File: config.mk
export PLATFORM = sky130hd
export DESIGN_NAME = pwm_multi_edge
export DESIGN_NICKNAME = d
export VERILOG_FILES = /design/src/rtl/pwm_pkg.sv /design/src/rtl/pwm_timebase.sv /design/src/rtl/pwm_regs.sv /design/src/rtl/pwm_channel.sv /design/src/rtl/pwm_multi_edge.sv
export SDC_FILE = /design/constraint.sdc
export NUM_CORES = 2
export LEC_CHECK = 0
export BUFFER_PORTS_ARGS = -buffer_cell sky130_fd_sc_hd__buf_2
export CAP_MARGIN = 20
export CORE_AREA = 2 2 241 243
export DETAILED_ROUTE_END_ITERATION = 16
export DIE_AREA = 0 0 243 245
export PLACE_DENSITY = 0.76
export SLEW_MARGIN = 0
export SYNTH_ARGS = -nofsm -noshare
export SYNTH_HDL_FRONTEND = slang
export SYNTH_HIERARCHICAL = 1
export SYNTH_SLANG_ARGS = --single-unit
export TNS_END_PERCENT = 10
File: constraint.sdc
create_clock -name clk -period 3.7 [get_ports clk]
set_input_delay 0.185 -clock clk [delete_from_list [all_inputs] [get_ports clk]]
set_output_delay 0.185 -clock clk [all_outputs]
set_load 0.02 [all_outputs]
File: src/rtl/pwm_pkg.sv
package pwm_pkg;
  localparam int REG_W   = 8;
  localparam int ADR_W   = 6;
  localparam int MAX_CH  = 16;

  localparam logic [ADR_W-1:0] A_PRESCALE = 6'h00;
  localparam logic [ADR_W-1:0] A_STEPLIM  = 6'h01;
  localparam logic [ADR_W-1:0] A_EN_LO    = 6'h02;
  localparam logic [ADR_W-1:0] A_EN_HI    = 6'h03;
  localparam logic [ADR_W-1:0] A_SYNC     = 6'h04;
  localparam logic [1:0]       PG_RISE    = 2'b10;
  localparam logic [1:0]       PG_FALL    = 2'b11;
endpackage

File: src/rtl/pwm_timebase.sv
module pwm_timebase #(
  parameter int DW = pwm_pkg::REG_W
) (
  input  logic          clk,
  input  logic          rst,
  input  logic [DW-1:0] act_pre,
  input  logic [DW-1:0] act_lim,
  output logic [DW-1:0] step_cnt,
  output logic          wrap
);
  logic [DW-1:0] pre_cnt;
  logic          tick;

  assign tick = (pre_cnt == act_pre);
  assign wrap = tick && (step_cnt == act_lim);

  always_ff @(posedge clk) begin
    if (rst) begin
      pre_cnt  <= '0;
      step_cnt <= '0;
    end else if (wrap) begin
      pre_cnt  <= '0;
      step_cnt <= '0;
    end else if (tick) begin
      pre_cnt  <= '0;
      step_cnt <= step_cnt + 1'b1;
    end else begin
      pre_cnt  <= pre_cnt + 1'b1;
    end
  end

  AST_PRE_IN_RANGE: assert property (@(posedge clk) disable iff (rst)
    pre_cnt <= act_pre);
  AST_STEP_IN_RANGE: assert property (@(posedge clk) disable iff (rst)
    step_cnt <= act_lim);
endmodule

File: src/rtl/pwm_regs.sv
module pwm_regs #(
  parameter int NUM_CH = pwm_pkg::MAX_CH,
  parameter int DW     = pwm_pkg::REG_W,
  parameter int AW     = pwm_pkg::ADR_W
) (
  input  logic                     clk,
  input  logic                     rst,
  input  logic                     wr_en,
  input  logic [AW-1:0]            addr,
  input  logic [DW-1:0]            wdata,
  input  logic                     wrap,
  output logic [DW-1:0]            rdata,
  output logic [DW-1:0]            act_pre,
  output logic [DW-1:0]            act_lim,
  output logic [NUM_CH-1:0][DW-1:0] act_rise,
  output logic [NUM_CH-1:0][DW-1:0] act_fall,
  output logic [NUM_CH-1:0]        chan_en
);
  import pwm_pkg::*;

  localparam int EN_W = 2 * DW;

  logic [DW-1:0]             sh_pre, sh_lim;
  logic [NUM_CH-1:0][DW-1:0] sh_rise, sh_fall;
  logic [EN_W-1:0]           en_q;
  logic                      pending;
  logic                      sync_wr;
  logic                      commit;
  logic [3:0]                idx;
  logic [DW-1:0]             rd_mux;

  assign sync_wr = wr_en && (addr == A_SYNC) && wdata[0];
  assign commit  = wrap && pending;
  assign idx     = addr[3:0];
  assign chan_en = en_q[NUM_CH-1:0];

  always_ff @(posedge clk) begin
    if (rst) begin
      sh_pre <= '0;
      sh_lim <= '0;
      en_q   <= '0;
    end else if (wr_en) begin
      case (addr)
        A_PRESCALE: sh_pre <= wdata;
        A_STEPLIM:  sh_lim <= wdata;
        A_EN_LO:    en_q[DW-1:0] <= wdata;
        A_EN_HI:    en_q[EN_W-1:DW] <= wdata;
        default: ;
      endcase
    end
  end

  genvar c;
  generate
    for (c = 0; c < NUM_CH; c++) begin : g_chreg
      always_ff @(posedge clk) begin
        if (rst) begin
          sh_rise[c]  <= '0;
          sh_fall[c]  <= '0;
          act_rise[c] <= '0;
          act_fall[c] <= '0;
        end else begin
          if (wr_en && addr[5:4] == PG_RISE && idx == 4'(c)) sh_rise[c] <= wdata;
          if (wr_en && addr[5:4] == PG_FALL && idx == 4'(c)) sh_fall[c] <= wdata;
          if (commit) begin
            act_rise[c] <= sh_rise[c];
            act_fall[c] <= sh_fall[c];
          end
        end
      end
    end
  endgenerate

  always_ff @(posedge clk) begin
    if (rst) begin
      act_pre <= '0;
      act_lim <= '0;
      pending <= 1'b0;
    end else begin
      if (commit) begin
        act_pre <= sh_pre;
        act_lim <= sh_lim;
      end
      if (sync_wr)   pending <= 1'b1;
      else if (wrap) pending <= 1'b0;
    end
  end

  always_comb begin
    rd_mux = '0;
    case (addr)
      A_PRESCALE: rd_mux = sh_pre;
      A_STEPLIM:  rd_mux = sh_lim;
      A_EN_LO:    rd_mux = en_q[DW-1:0];
      A_EN_HI:    rd_mux = en_q[EN_W-1:DW];
      default: begin
        for (int k = 0; k < NUM_CH; k++) begin
          if (idx == 4'(k) && addr[5:4] == PG_RISE) rd_mux = sh_rise[k];
          if (idx == 4'(k) && addr[5:4] == PG_FALL) rd_mux = sh_fall[k];
        end
      end
    endcase
  end

  always_ff @(posedge clk) begin
    if (rst) rdata <= '0;
    else     rdata <= rd_mux;
  end

  AST_ACTIVE_HELD: assert property (@(posedge clk) disable iff (rst)
    !wrap |=> ($stable(act_pre) && $stable(act_lim)));
  AST_PENDING_CLEARS: assert property (@(posedge clk) disable iff (rst)
    (pending && wrap && !sync_wr) |=> !pending);
  AST_NO_COMMIT_IDLE: assert property (@(posedge clk) disable iff (rst)
    !pending |=> ($stable(act_pre) && $stable(act_lim)));
endmodule

File: src/rtl/pwm_channel.sv
module pwm_channel #(
  parameter int DW = pwm_pkg::REG_W
) (
  input  logic          clk,
  input  logic          rst,
  input  logic          en,
  input  logic [DW-1:0] step,
  input  logic [DW-1:0] rise,
  input  logic [DW-1:0] fall,
  output logic          out_q
);
  logic in_fwd, in_wrap, level;

  always_comb begin
    in_fwd  = (step >= rise) && (step < fall);
    in_wrap = (step >= rise) || (step < fall);
    if (!en)              level = 1'b0;
    else if (rise < fall) level = in_fwd;
    else if (rise > fall) level = in_wrap;
    else                  level = 1'b0;
  end

  always_ff @(posedge clk) begin
    if (rst) out_q <= 1'b0;
    else     out_q <= level;
  end

  AST_DISABLED_LOW: assert property (@(posedge clk) disable iff (rst)
    !en |=> !out_q);
  AST_EQUAL_LOW: assert property (@(posedge clk) disable iff (rst)
    (rise == fall) |=> !out_q);
endmodule

File: src/rtl/pwm_multi_edge.sv
module pwm_multi_edge #(
  parameter int NUM_CH = 16,
  parameter int DW     = pwm_pkg::REG_W,
  parameter int AW     = pwm_pkg::ADR_W
) (
  input  logic              clk,
  input  logic              rst,
  input  logic              wr_en,
  input  logic [AW-1:0]     addr,
  input  logic [DW-1:0]     wdata,
  output logic [DW-1:0]     rdata,
  output logic [NUM_CH-1:0] pwm_out
);
  logic [DW-1:0]             act_pre, act_lim, step_cnt;
  logic [NUM_CH-1:0][DW-1:0] act_rise, act_fall;
  logic [NUM_CH-1:0]         chan_en;
  logic                      wrap;

  pwm_regs #(.NUM_CH(NUM_CH), .DW(DW), .AW(AW)) u_regs (
    .clk(clk), .rst(rst), .wr_en(wr_en), .addr(addr), .wdata(wdata),
    .wrap(wrap), .rdata(rdata), .act_pre(act_pre), .act_lim(act_lim),
    .act_rise(act_rise), .act_fall(act_fall), .chan_en(chan_en)
  );

  pwm_timebase #(.DW(DW)) u_tb (
    .clk(clk), .rst(rst), .act_pre(act_pre), .act_lim(act_lim),
    .step_cnt(step_cnt), .wrap(wrap)
  );

  genvar c;
  generate
    for (c = 0; c < NUM_CH; c++) begin : g_ch
      pwm_channel #(.DW(DW)) u_ch (
        .clk(clk), .rst(rst), .en(chan_en[c]), .step(step_cnt),
        .rise(act_rise[c]), .fall(act_fall[c]), .out_q(pwm_out[c])
      );
    end
  endgenerate

  AST_RESET_LOW: assert property (@(posedge clk)
    rst |=> (pwm_out == '0));
endmodule

==> results.txt <==
The total via count after detailed routing is 31700. The aggregate negative setup slack came out at 0 ns. Data on the critical path is required at its endpoint by 4.15 ns. The routed design has 105000 um of wire.

After detailed routing, the number of remaining DRC violations is 0. For the sequential share of the synthesized area, the log shows 35.6%. The most used flip-flop cell after synthesis is sky130_fd_sc_hd__dfxtp_1. The mean instance size in the synthesized netlist was 7.79 um^2; the HPWL after detailed placement was 72100 um. The final critical-path required period was 2.98 ns. The critical path in this run is classified as reg2reg.

The worst register-to-register path begins at u_tb/pre_cnt[1]$_SDFF_PP0_. The run gives 0 as the number of hold violations in the final report. The clock passes through at most 3 buffers. The multiplexer fraction of the synthesized cell area is 2.34%, and the worst-case register-to-register setup slack is 0.72 ns. Summing the areas of all compound-gate instances in the mapped netlist gives 19.7% of the synthesized area. In this run the tightest slew margin relative to its limit is 21.3%. The first global-routing pass estimated 165000 um of wire. The critical-path maximum fanout is 62. The slowest stage of the critical path belongs to the cell sky130_fd_sc_hd__nor4_1.

Quantity of I/O buffers inserted on ports: 40. Kind of launch point of the worst setup path: a flip-flop. The clock input transition at the sequential cells of the worst setup and hold paths was 0.06 ns; the number of H-tree levels was 3. Number of max-slew violations in the final report: 0. The setup violation total in the final timing report was 0. Summed over its instances, the top area cell type makes up 35.6% of the synthesized netlist area. The routed wire length per instance was 20.7 um. The synthesized design spends more area on one cell type than any other, namely sky130_fd_sc_hd__dfxtp_1. The transition time at the pin with the least slew margin is 1.18 ns. Yosys mapped a number of flops with a built-in enable equal to 0.

The logs give 0.966 for the last weighted congestion value of the routability-driven placer and 0.336 GHz for the maximum clock frequency. The run gives 59.3% as the effective utilization at floorplan. After synthesis, the cell types taking the most area are sky130_fd_sc_hd__dfxtp_1, sky130_fd_sc_hd__ha_1, sky130_fd_sc_hd__nand2_1. In this run the cell area of the synthesized design comes to 33800 um^2. The largest stage delay on the critical path is 0.50 ns. The area growth from synthesis to layout is 9.26%. In this run the clock root is driven by a sky130_fd_sc_hd__clkbuf_16.

After technology mapping, the gate count stands at 4341. The tools report the number of search-and-repair iterations in the first detailed-routing pass as 6. The endpoint identified for the worst register-to-register timing path is u_regs/act_rise[81]$_SDFFE_PP0P_. In this run the core area contains 88 standard-cell rows. The worst hold path terminates at u_regs/sh_fall[24]$_SDFFE_PP0P_. Counting instances, the worst hold path has a depth of 3. Leaving out fill and tap cells, the most frequent cell in the layout is sky130_fd_sc_hd__nand2_1.

The flow ran to the end, and the final reports show no timing, DRC or antenna violations. CTS saw 601 sinks. Summing the areas of all xor and xnor instances in the mapped netlist gives 0.570% of the synthesized area. The number of instances resized during post-cts repair is 0, and the post-synthesis adder-cell area fraction is 13.7%. Buffers inserted during clock tree synthesis total 67.

For the clock latency at the later pin of the worst-skew pair, the log shows 0.61 ns. Total number of yosys warnings: 6. TritonCTS built the clock tree. The maximum ir drop on the vdd rail was 0.327 mV; the cell area power density was 381 nW/um^2. The worst path uses 80.5% of the clock period. The library cells used most frequently in the layout, excluding fill and tap cells, are sky130_fd_sc_hd__nand2_1, sky130_fd_sc_hd__a21oi_1, sky130_fd_sc_hd__dfxtp_1. The die is 243 um wide. The worst-case clock skew is 0.0191 ns, and the depth of the worst register-to-register path is 8. The dominant combinational cell family by area after synthesis was simple AND/OR/NAND/NOR gates. The signal on the critical path passes through xnor2_1 > nand4_1 > nor4_1 > buf_4 > nand2_4 > buf_12 > nand2_1 > a21oi_1. The fraction of registers with async set/reset was 0%; the layout net count was 4652.

The number of antenna violations at the first check in global routing was 8; the ratio of cells with drive above 1 in the final layout was 7.51%. After global routing the overflow that remains totals 0. Measured along the y axis, the die boundary spans 245 um. The die covers 59500 um^2. The tools report the number of buffers added to fix hold violations after cts as 0. In this run the worst hold path is classified as in2reg. Synthesis instantiated 84 different standard cells from the library. STA classifies the critical path endpoint as a flip-flop. After layout, the design draws a total of 14.1 mW. The startpoint of the tightest hold check path is wr_en. Post-CTS timing repair inserted 0 buffers for setup. The tools report the data arrival time of the critical path as 3.43 ns. After floorplanning, the core was sized to cover 57000 um^2. The top-level port count was 41; the number of violations of the max-capacitance limit was 0. Setup repair after global routing left no endpoint under its margin.

For the number of nets with antenna violations after detailed routing, the log shows 0. In this run, synthesis produced a sequential element count of 601. The run gives 3730 as the violation count after the first detailed-routing iteration. Synthesized net count: 4728. In this run the static leakage power is 13.0 nW.

The run gives 29400 as the number of global-route vias before repair. The detail-routed via count per cell came out at 6.24. Global routing used 34.5% of the available tracks.

The synthesized netlist devotes 21.8% of its cell area to simple gates. Maximum number of pins on one net before global-route repair: 140.
[report_power, final]
| part | switching, mW | total (mW) | internal, mW |
|---|---|---|---|
| registers | 0.0259 | 6.51 | 6.49 |
| logic | 0.432 | 0.552 | 0.121 |
| clock network | 2.77 | 7.02 | 4.25 |
| total | 3.22 | 14.1 | 10.9 |
[Yosys cell counts (12+ instances only)]
library cell,count
sky130_fd_sc_hd__a2111o_1,16
sky130_fd_sc_hd__mux2i_1,43
sky130_fd_sc_hd__o21ai_0,86
sky130_fd_sc_hd__buf_1,20
sky130_fd_sc_hd__o2111ai_1,15
sky130_fd_sc_hd__xnor2_1,17
sky130_fd_sc_hd__buf_2,49
sky130_fd_sc_hd__a21oi_1,655
sky130_fd_sc_hd__a22oi_1,12
sky130_fd_sc_hd__and4_1,19
sky130_fd_sc_hd__a31oi_1,29
sky130_fd_sc_hd__o211ai_1,44
sky130_fd_sc_hd__ha_1,370
sky130_fd_sc_hd__nand3b_1,19
sky130_fd_sc_hd__o221ai_1,24
sky130_fd_sc_hd__or3b_1,16
sky130_fd_sc_hd__a2111oi_0,22
sky130_fd_sc_hd__o22ai_1,26
sky130_fd_sc_hd__o21a_1,19
sky130_fd_sc_hd__a21oi_2,16
sky130_fd_sc_hd__nand2b_1,53
sky130_fd_sc_hd__o21ai_2,16
sky130_fd_sc_hd__inv_1,262
sky130_fd_sc_hd__nor3b_1,20
sky130_fd_sc_hd__nand2_1,1000
sky130_fd_sc_hd__mux2_2,12
sky130_fd_sc_hd__o21ai_1,21
sky130_fd_sc_hd__nor2_1,123
sky130_fd_sc_hd__dfxtp_1,601
sky130_fd_sc_hd__nor3_1,38
sky130_fd_sc_hd__a21o_1,34
sky130_fd_sc_hd__nor2b_1,27
sky130_fd_sc_hd__clkbuf_1,190
sky130_fd_sc_hd__nand4_1,37
sky130_fd_sc_hd__nand3_1,225
[per-layer routing]
layer	track usage [%]	part of all wire [%]	up-vias
met5	0	0.088	-
met4	13.2	4.0	14
met3	6.40	8.9	291
met2	55.2	45	1422
met1	46.2	42	14900
li1	-	-	15000
[state kept, by name (all words and copies together) (netlist names)]
signal,count
u_regs/act_lim,8
u_regs/act_fall,128
u_regs/chan_en,16
u_regs/rdata,8
u_tb/step_cnt,8
u_regs/sh_rise,128
g_ch.u_ch/out_q,16
u_regs/act_pre,8
u_regs/sh_lim,8
u_regs/act_rise,128
u_regs/sh_fall,128
u_tb/pre_cnt,8
u_regs/sh_pre,8
u_regs/pending,1
[area by class of cell]
type	count	area, um^2
flip-flops and latches	601	12000
multi-input cells	3206	19700
repair buffers	127	972
diodes	1	2.50
clock buffers	97	2040
fillers	4978	20100
well taps	765	957
clock inverters	23	288
inverters	262	983
[worst max path at each step]
stage                             startpoint                               end  slack [ns]  cells past startpoint
2_1_floorplan  u_tb/step_cnt[4]$_SDFFE_PP0P_  u_regs/act_fall[32]$_SDFFE_PP0P_        0.54                     10
3_3_place_gp                         addr[1]        u_regs/rdata[1]$_SDFF_PP0_        0.82                      8
3_5_place_dp      u_tb/pre_cnt[1]$_SDFF_PP0_  u_regs/act_rise[71]$_SDFFE_PP0P_        0.86                      8
4_1_cts           u_tb/pre_cnt[1]$_SDFF_PP0_  u_regs/act_rise[91]$_SDFFE_PP0P_        0.79                      8
5_1_grt           u_tb/pre_cnt[1]$_SDFF_PP0_  u_regs/act_rise[91]$_SDFFE_PP0P_        0.53                      8
6_report          u_tb/pre_cnt[1]$_SDFF_PP0_  u_regs/act_rise[81]$_SDFFE_PP0P_        0.72                      8
[cell families after synthesis]
family,count (synthesis)
xor gates and xnor gates,22
AOI/OAI and AO/OA,1113
adders and majority gates,370
muxes,65
DFF,601
buffers and inverters,534
and+or+nand+nor,1636
[critical path, delay by kind of cell, from the launching register on]
| family | cells | cell delay [ns] |
|---|---|---|
| AND/OR/NAND/NOR | 4 | 1.51 |
| XOR/XNOR | 1 | 0.17 |
| buffers and inverters | 2 | 0.60 |
| AO/OA/AOI/OAI | 1 | 0.08 |
| flip-flops | 1 | 0.41 |
[metrics by stage]
stage                     instance area, um^2  setup WS [ns]  hold WS [ns]  utilization, %  std cells
after floorplan                         33800          0.545         0.364               -       4341
after global placement                  34600          0.825         0.441            60.7       4961
after detailed placement                34600          0.860         0.446            60.7       4961
after CTS                               36900          0.793        0.0552            64.8       5081
after global routing                    36900          0.534        0.0935            64.8       5081
final                                   36900          0.723        0.0868            64.8       5082
Power figures use the tool's default switching activity.
